$ cat src/rtl/ccbr_pkg.sv
// Shared types for the condition-code branch unit.
// Assumes a 4-bit condition code; ten codes are defined.
package ccbr_pkg;

    typedef struct packed {
        logic gtu;
        logic ltu;
        logic gt;
        logic lt;
        logic eq;
    } cc_flags_t;

    typedef enum logic [3:0] {
        C_EQ  = 4'd0,
        C_NE  = 4'd1,
        C_LT  = 4'd2,
        C_GT  = 4'd3,
        C_LTU = 4'd4,
        C_GTU = 4'd5,
        C_GE  = 4'd6,
        C_LE  = 4'd7,
        C_GEU = 4'd8,
        C_LEU = 4'd9
    } cond_e;

    localparam int unsigned NUM_CONDS = 10;
    localparam int unsigned CODE_W    = 4;

    // Evaluates one condition code against a flag set; undefined codes give 0.
    function automatic logic cond_holds(input logic [CODE_W-1:0] code, input cc_flags_t f);
        logic r;
        case (code)
            C_EQ:    r = f.eq;
            C_NE:    r = !f.eq;
            C_LT:    r = f.lt;
            C_GT:    r = f.gt;
            C_LTU:   r = f.ltu;
            C_GTU:   r = f.gtu;
            C_GE:    r = f.gt  | f.eq;
            C_LE:    r = f.lt  | f.eq;
            C_GEU:   r = f.gtu | f.eq;
            C_LEU:   r = f.ltu | f.eq;
            default: r = 1'b0;
        endcase
        return r;
    endfunction

endpackage

$ cat src/rtl/ccbr_flags.sv
// Condition flag register.
// Loads all five flags from a fresh compare of two operands when cmp_en is
// high, otherwise holds. Assumes synchronous active-low reset to all clear.
module ccbr_flags
    import ccbr_pkg::*;
#(
    parameter int unsigned DATA_W = 32
) (
    input  logic              clk,
    input  logic              rst_n,
    input  logic              cmp_en,
    input  logic [DATA_W-1:0] cmp_a,
    input  logic [DATA_W-1:0] cmp_b,
    output cc_flags_t         flags_q
);

    cc_flags_t flags_d;

    // Builds the new flag set from scratch so no stale flag survives.
    always_comb begin
        flags_d     = '0;
        flags_d.eq  = (cmp_a == cmp_b);
        flags_d.lt  = ($signed(cmp_a) < $signed(cmp_b));
        flags_d.gt  = ($signed(cmp_a) > $signed(cmp_b));
        flags_d.ltu = (cmp_a < cmp_b);
        flags_d.gtu = (cmp_a > cmp_b);
    end

    // Flag storage: cleared on reset, loaded only on a compare strobe.
    always_ff @(posedge clk) begin
        if (!rst_n) begin
            flags_q <= '0;
        end else if (cmp_en) begin
            flags_q <= flags_d;
        end
    end

endmodule

$ cat src/rtl/ccbr_cond.sv
// Condition decoder.
// Evaluates every code against the flags in parallel and selects one.
// Assumes codes at or above NUM_CONDS are undefined.
module ccbr_cond
    import ccbr_pkg::*;
(
    input  cc_flags_t         flags,
    input  logic [CODE_W-1:0] code,
    output logic              cond_true,
    output logic              code_legal
);

    localparam int unsigned NUM_CODES = 1 << CODE_W;

    logic [NUM_CODES-1:0] hit;

    // One evaluator per code value; undefined codes evaluate to 0.
    for (genvar i = 0; i < NUM_CODES; i++) begin : g_code
        assign hit[i] = cond_holds(CODE_W'(i), flags);
    end

    // Selects the addressed condition and flags undefined codes.
    always_comb begin
        cond_true  = hit[code];
        code_legal = (32'(code) < NUM_CONDS);
    end

endmodule

$ cat src/rtl/ccbr_target.sv
// Branch target adder.
// Sign-extends the displacement field, scales it to halfwords and adds it
// to the PC. Assumes the PC has already been stepped past the branch.
module ccbr_target #(
    parameter int unsigned ADDR_W = 32,
    parameter int unsigned OFF_W  = 10
) (
    input  logic [ADDR_W-1:0] pc_in,
    input  logic [OFF_W-1:0]  off_field,
    output logic [ADDR_W-1:0] pc_taken
);

    localparam int unsigned EXT_W = ADDR_W - OFF_W - 1;

    logic [ADDR_W-1:0] disp;

    // Forms the byte displacement and the wrapped target address.
    always_comb begin
        disp     = {{EXT_W{off_field[OFF_W-1]}}, off_field, 1'b0};
        pc_taken = pc_in + disp;
    end

endmodule

$ cat src/rtl/ccbr_unit.sv
// Condition-code branch evaluation unit (top).
// Holds compare flags and resolves short-form conditional branches in the
// same cycle they are presented. Assumes pc_in already points past the
// 2-byte branch; a branch sees the flags registered before this cycle.
module ccbr_unit
    import ccbr_pkg::*;
#(
    parameter int unsigned DATA_W = 32,
    parameter int unsigned ADDR_W = 32,
    parameter int unsigned INSN_W = 16,
    parameter int unsigned OFF_W  = 10,
    parameter int unsigned OP_LSB = 10
) (
    input  logic              clk,
    input  logic              rst_n,
    input  logic              cmp_en,
    input  logic [DATA_W-1:0] cmp_a,
    input  logic [DATA_W-1:0] cmp_b,
    input  logic              br_valid,
    input  logic [INSN_W-1:0] br_insn,
    input  logic [ADDR_W-1:0] pc_in,
    output logic [ADDR_W-1:0] pc_next,
    output logic              br_taken,
    output logic              br_illegal
);

    localparam int unsigned OP_MSB = OP_LSB + CODE_W - 1;

    cc_flags_t         cc_q;
    logic [CODE_W-1:0] code;
    logic              cond_true;
    logic              code_legal;
    logic [ADDR_W-1:0] pc_taken;
    logic              unused_fmt;

    assign code       = br_insn[OP_MSB:OP_LSB];
    // Format bits above the code field are decoded elsewhere.
    assign unused_fmt = ^br_insn[INSN_W-1:OP_MSB+1];

    ccbr_flags #(.DATA_W(DATA_W)) u_flags (
        .clk     (clk),
        .rst_n   (rst_n),
        .cmp_en  (cmp_en),
        .cmp_a   (cmp_a),
        .cmp_b   (cmp_b),
        .flags_q (cc_q)
    );

    ccbr_cond u_cond (
        .flags      (cc_q),
        .code       (code),
        .cond_true  (cond_true),
        .code_legal (code_legal)
    );

    ccbr_target #(.ADDR_W(ADDR_W), .OFF_W(OFF_W)) u_target (
        .pc_in     (pc_in),
        .off_field (br_insn[OFF_W-1:0]),
        .pc_taken  (pc_taken)
    );

    // Resolves the branch outcome and the next PC.
    always_comb begin
        br_taken   = br_valid && code_legal && cond_true;
        br_illegal = br_valid && !code_legal;
        pc_next    = br_taken ? pc_taken : pc_in;
    end

endmodule

$ cat config.mk
export PLATFORM = sky130hd
export DESIGN_NAME = ccbr_unit
export DESIGN_NICKNAME = d
export VERILOG_FILES = /design/src/rtl/ccbr_pkg.sv /design/src/rtl/ccbr_flags.sv /design/src/rtl/ccbr_cond.sv /design/src/rtl/ccbr_target.sv /design/src/rtl/ccbr_unit.sv
export SDC_FILE = /design/constraint.sdc
export NUM_CORES = 1
export LEC_CHECK = 0
export BUFFER_PORTS_ARGS = -buffer_cell sky130_fd_sc_hd__buf_2
export CAP_MARGIN = 10
export CORE_MARGIN = 1.5
export CORE_UTILIZATION = 52
export CTS_CLUSTER_SIZE = 30
export DETAILED_ROUTE_END_ITERATION = 16
export PLACE_DENSITY = 0.89
export REMOVE_ABC_BUFFERS = 1
export SYNTH_ARGS = -nofsm -noshare
export SYNTH_HDL_FRONTEND = slang
export SYNTH_SLANG_ARGS = --single-unit
$ cat constraint.sdc
create_clock -name clk -period 13.1 [get_ports clk]
set_clock_uncertainty 0.15 [all_clocks]
set_input_delay 3.275 -clock clk [delete_from_list [all_inputs] [get_ports clk]]
set_output_delay 3.275 -clock clk [all_outputs]
set_load 0.005 [all_outputs]
-- Word-level counts from Yosys, hierarchy flattened
Cells that the tools add are included.
- add/subtract/negate cells: 1
- magnitude comparators: 6
- eq/ne operators: 1
- muxes and demuxes: 3
- bitwise gates (word level): 4
- reductions and logical operators: 5
- operator list (kind ; count):
    32-bit greater-than comparator ; 2
    32-bit less-than comparator ; 2
    32-bit adder ; 1
    32-bit equality test ; 1
    32-bit 2-to-1 mux ; 1
    4-bit by 5-bit less-than comparator with 1-bit output, second input constant ; 1
    1-bit binary-select mux with 4-bit select ; 1
    4-bit less-than comparator, second input constant ; 1
    1-bit bitwise OR ; 4
    1-bit logical AND ; 3
    1-bit logical NOT ; 2
    1-bit 2-to-1 mux ; 1
- flip-flop bits (word level): 5
- output and inout bits: 34
- logic and storage cells: 25

-- Longest topological paths before layout
- word-level depth: 5
- mapped depth: 12
- mapped depth without buffers: 12

-- Modules after synthesis
Synthesis repeated with hierarchy kept, for this count alone.
- cell total of the unflattened synthesis: 467
- area, all modules: 3569.7 µm²
- by module, submodules not included (module ; times used ; cells each ; area an instance (µm²) ; seq. area each (µm²)):
    ccbr_target ; 1 ; 277 ; 1875.5 ; 0.0
    ccbr_flags ; 1 ; 136 ; 1052.3 ; 100.1
    ccbr_unit ; 1 ; 38 ; 533.0 ; 0.0
    ccbr_cond ; 1 ; 16 ; 108.9 ; 0.0

-- Worst setup path after synthesis
Ideal clock, no wire load.
- path type: input-to-output
- start: input port br_insn[0]
- end: output port pc_next[31]
- arrival time: 5447 ps
- data required time: 9675 ps
- slack: 4228 ps
- stages: 12
- path through: ha_1 -> inv_1 -> fa_1 -> nor2b_1 -> o211ai_1 -> a21oi_1 -> nor4_4 -> o31ai_2 -> a31oi_1 -> o21ai_1 -> mux2i_1 -> xnor2_1
- word-level cells in the longest chain between the ends: 2
- ends and longest elaborated chain (element ; line ; RTL):
    from (decl) ; ccbr_unit.sv:20 ; input logic [INSN_W-1:0] br_insn,
    32-bit adder ; ccbr_target.sv:20 ; pc_taken = pc_in + disp;
    32-bit 2-to-1 mux ; ccbr_unit.sv:66 ; pc_next = br_taken ? pc_taken : pc_in;
    to (decl) ; ccbr_unit.sv:22 ; output logic [ADDR_W-1:0] pc_next,
No other way between the ends.

-- Worst setup path in the final report
- start: input port br_insn[9]
- end: output port pc_next[27]
Same word-level chain as after synthesis.

==> flow_metrics.py <==
metrics = {
    "setup_path": {
        "max_stage_delay_ns": 0.44,
        "r2r_setup_slack_ns": 12.23,
        "cpMaxStageDelayCell": "a2111o_1",
        "cp_num_buf_inv": 2,
        "start_kind": "primary input",
        "cp.required_ns": 9.68,
        "setup.worst_path.end": "pc_next[27]",
        "worst_ep_arrival_time_ns": 6.15,
        "worst-path-stages": 10,
        "cp_top_family": "compound AO/OA/AOI/OAI gates",
        "cp_max_fo": 23,
        "crit_top_cell": "buf_2",
        "criticalPathCategory": "in -> out",
        "cp_cell_sequence": "buf_2 > ha_1 > a211o_4 > nor4_4 > o31ai_1 > a21boi_1 > o21ai_1 > a2111o_1 > o311ai_1 > buf_2",
        "r2r_end": "u_flags.flags_q[4]",
        "worstSetupEndpointType": "output port",
        "r2r-start": "u_flags.flags_q[4]",
        "worstSetupStartpoint": "br_insn[9]",
        "rr_worst_depth": 3,
    },
    "sta": {
        "setup_tns_ns": 0,
        "setup_viol": 0,
        "hold_violations": 0,
        "fmax_ghz": 0.1044,
        "tightestPinTransition_ns": 0.5284,
        "fin_crit_sh_pct": 73.10,
        "slew_violations": 0,
        "rsz0062_at_grt": "false",
        "min_period_ns": 9.577,
        "max_slew_margin_pct": 64.77,
        "holdWs_ns": 0.3221,
    },
    "power_and_ir_drop": {
        "intPower_uw": 107.6,
        "clockPowerShare_pct": 14.6,
        "vdd_drop_max_uv": 36.59,
        "power_density_nw_per_um2": 51.66,
        "comb_power_share_pct": 76.4,
        "swShare_pct": 45.14,
        "power.leakage_nw": 2.143,
        "sequentialPowerShare_pct": 8.9,
        "switching_power_uw": 88.51,
    },
    "grt": {
        "grt_max_degree": 63,
        "grt_pass1_wl_um": 12660,
        "antenna_found_initial": 0,
        "grt_usage_pct": 23.80,
        "grt.overflow.total": 0,
        "grt_pass1_vias": 3123,
    },
    "logic_synthesis": {
        "ys_types": 53,
        "synth-compound-area-share_pct": 32.90,
        "avgSynthCellArea_um2": 6.970,
        "synth_edf_count": 0,
        "async_flop_share_pct": 0,
        "synth_top_family_by_area": "compound AO/OA/AOI/OAI gates",
        "synth_area_um2": 3004,
        "synth_flop_cell": "dfxtp_1",
        "yosysWarnings": 0,
        "yosysSeqAreaShare_pct": 3.332,
        "synth_mux_area_share_pct": 2.041,
        "synthXorXnorAreaFrac_pct": 7.580,
        "synthSimpleGateAreaFrac_pct": 19.74,
        "yosys.area_share.adder_pct": 26.49,
        "synth-seq-cells": 5,
        "syn-instance-count": 431,
    },
    "floorplanning": {
        "std_cell_rows": 27,
        "start_util_pct": 54.22,
        "die_y_um": 79.01,
        "die_area_um2": 6242,
        "ios": 150,
        "dieWidth_um": 79.01,
        "coreArea_um2": 5540,
    },
    "finish": {
        "diodes": 0,
        "layoutNonFillerInstCount": 637,
        "nets": 745,
        "regMostFlops": "u_flags.flags_q",
        "largest_register_ffs": 5,
        "top_regs": "u_flags.flags_q (5)",
        "drive_above_1_share_pct": 27.79,
        "postLayoutCoreUtil_pct": 68.52,
        "area_growth_pct": 26.36,
    },
    "route": {
        "viasPerCell": 5.548,
        "drt_first_pass_iters": 4,
        "avgRoutedWirePerCell_um": 12.16,
        "drt_iter0_drc": 139,
        "ant_nets": 0,
        "vias": 3534,
        "drcViolationCount": 0,
        "finalWirelength_um": 7749,
    },
    "status": {
        "status": "finished clean",
    },
    "placement": {
        "placedCellCount": 633,
        "io_buffers": 145,
        "gp_congestion": 0.8504,
        "dp_hpwl_um": 6613,
    },
    "cts": {
        "cts.sinks": 5,
        "postCtsHoldBufs": 0,
        "htree_levels": 1,
        "cts_resized": 0,
        "cts_made_buffers": 3,
        "cts_tree": "yes",
        "clk_pin_slew_ns": 0.03,
        "cts_max_path_buffers": 2,
        "cts_setup_buffers": 0,
        "worstSkewPairLatency_ns": 0.22,
        "cts_root_buf": "clkbuf_8",
    },
    "worst_hold_path": {
        "hold_path.class": "reg -> reg",
    },
    "flow_run": {
        "max-cap-violations": 0,
    },
}
==> stage by stage <==
stage | setup slack, ns | area [um2] | total power, mW
floorplan | 4.228 | 2928 | 0.1162
global placement | 3.612 | 3751 | 0.1608
detailed placement | 3.549 | 3751 | 0.1664
CTS | 3.545 | 3796 | 0.1964
global route | 3.279 | 3796 | 0.2170
finish | 3.523 | 3796 | 0.1961
==> routing by layer <==
layer / wire length (um) / part of all wire (%) / vias up / GRT usage (%)
li1: - / - / 1845 / -
met2: 3924 / 51 / 127 / 47.26
met3: 524 / 6.8 / 6 / 2.874
met4: 31 / 0.40 / 0 / 3.684
met1: 3268 / 42 / 1556 / 27.13
met5: 0 / 0 / - / 0
==> worst min-delay path, cell delays in order, from the launching register on <==
cell	delay, ns
dfxtp_1	0.30
nand3b_1	0.07
nand2_1	0.05
==> cells in the final DEF (no fill, tap or decap), types with 4 or more instances in the layout <==
cell and instances:
buf_2 145, ha_1 62, nand2_1 45, inv_1 43, a21oi_1 42, o21ai_0 35
a21o_1 23, nor2_1 19, xor2_1 16, nand4_1 11, o21ai_1 10, xnor2_1 10
nor2b_1 7, a31oi_1 7, nand3_1 7, mux2i_1 5, o31ai_1 5, nor3_1 5
o21a_1 5, o21bai_1 5, dfxtp_1 5, a211oi_1 4, and4_1 4, nand2b_1 4
==> power by group through the flow <==
stage | clock, mW | sequential, mW | combinational (mW)
6_report | 0.0287 | 0.0176 | 0.150
5_1_grt | 0.0306 | 0.0178 | 0.169
4_1_cts | 0.0293 | 0.0176 | 0.150
3_5_place_dp | 0 | 0.0178 | 0.149
3_3_place_gp | 0 | 0.0177 | 0.143
2_1_floorplan | 0 | 0.0175 | 0.0987
==> cells in the mapped netlist (5+ instances only) <==
library cell	number	share of area (%)
nand2_1	45	5.6
a31oi_1	7	1.5
o31ai_1	5	1.2
nand4_1	11	2.3
ha_1	62	26
inv_1	43	5.4
a21o_1	23	5.7
dfxtp_1	5	3.3
o21bai_1	5	1.2
xor2_1	16	4.7
nor2b_1	7	1.5
xnor2_1	10	2.9
o21a_1	5	1.2
nand3_1	7	1.2
o21ai_0	35	5.8
nor3_1	5	0.83
o21ai_1	10	1.7
a21oi_1	42	7.0
clkbuf_1	10	1.2
nor2_1	19	2.4
mux2i_1	5	1.7
==> area by class of cell <==
| cell class | count | area [um2] |
|---|---|---|
| Fill cell | 482 | 1744 |
| Multi-Input combinational cell | 367 | 2666 |
| Sequential cell | 5 | 100.1 |
| Timing Repair Buffer | 146 | 733.2 |
| Tap cell | 72 | 90.09 |
| Clock buffer | 4 | 45.04 |
| Inverter | 43 | 161.4 |
==> how the worst min path moves through the flow <==
| stage | cells past startpoint | slack (ns) | from | end |
|---|---|---|---|---|
| detailed placement | 2 | 0.32 | u_flags.flags_q[1] | u_flags.flags_q[1] |
| global route | 2 | 0.37 | u_flags.flags_q[1] | u_flags.flags_q[1] |
| finish | 2 | 0.32 | u_flags.flags_q[1] | u_flags.flags_q[1] |
| floorplan | 2 | 0.30 | u_flags.flags_q[1] | u_flags.flags_q[1] |
| global placement | 2 | 0.32 | u_flags.flags_q[1] | u_flags.flags_q[1] |
| CTS | 2 | 0.33 | u_flags.flags_q[1] | u_flags.flags_q[1] |
==> kinds of logic (layout without fill, tap and decap cells) <==
family | count (synthesis) | count (layout)
compound gates | 155 | 155
flops | 5 | 5
fa+ha+maj | 63 | 63
xor+xnor | 26 | 26
mux | 6 | 6
simple gates | 117 | 117
buf+inv | 59 | 193
No activity file was read; power rests on OpenSTA's default activity.
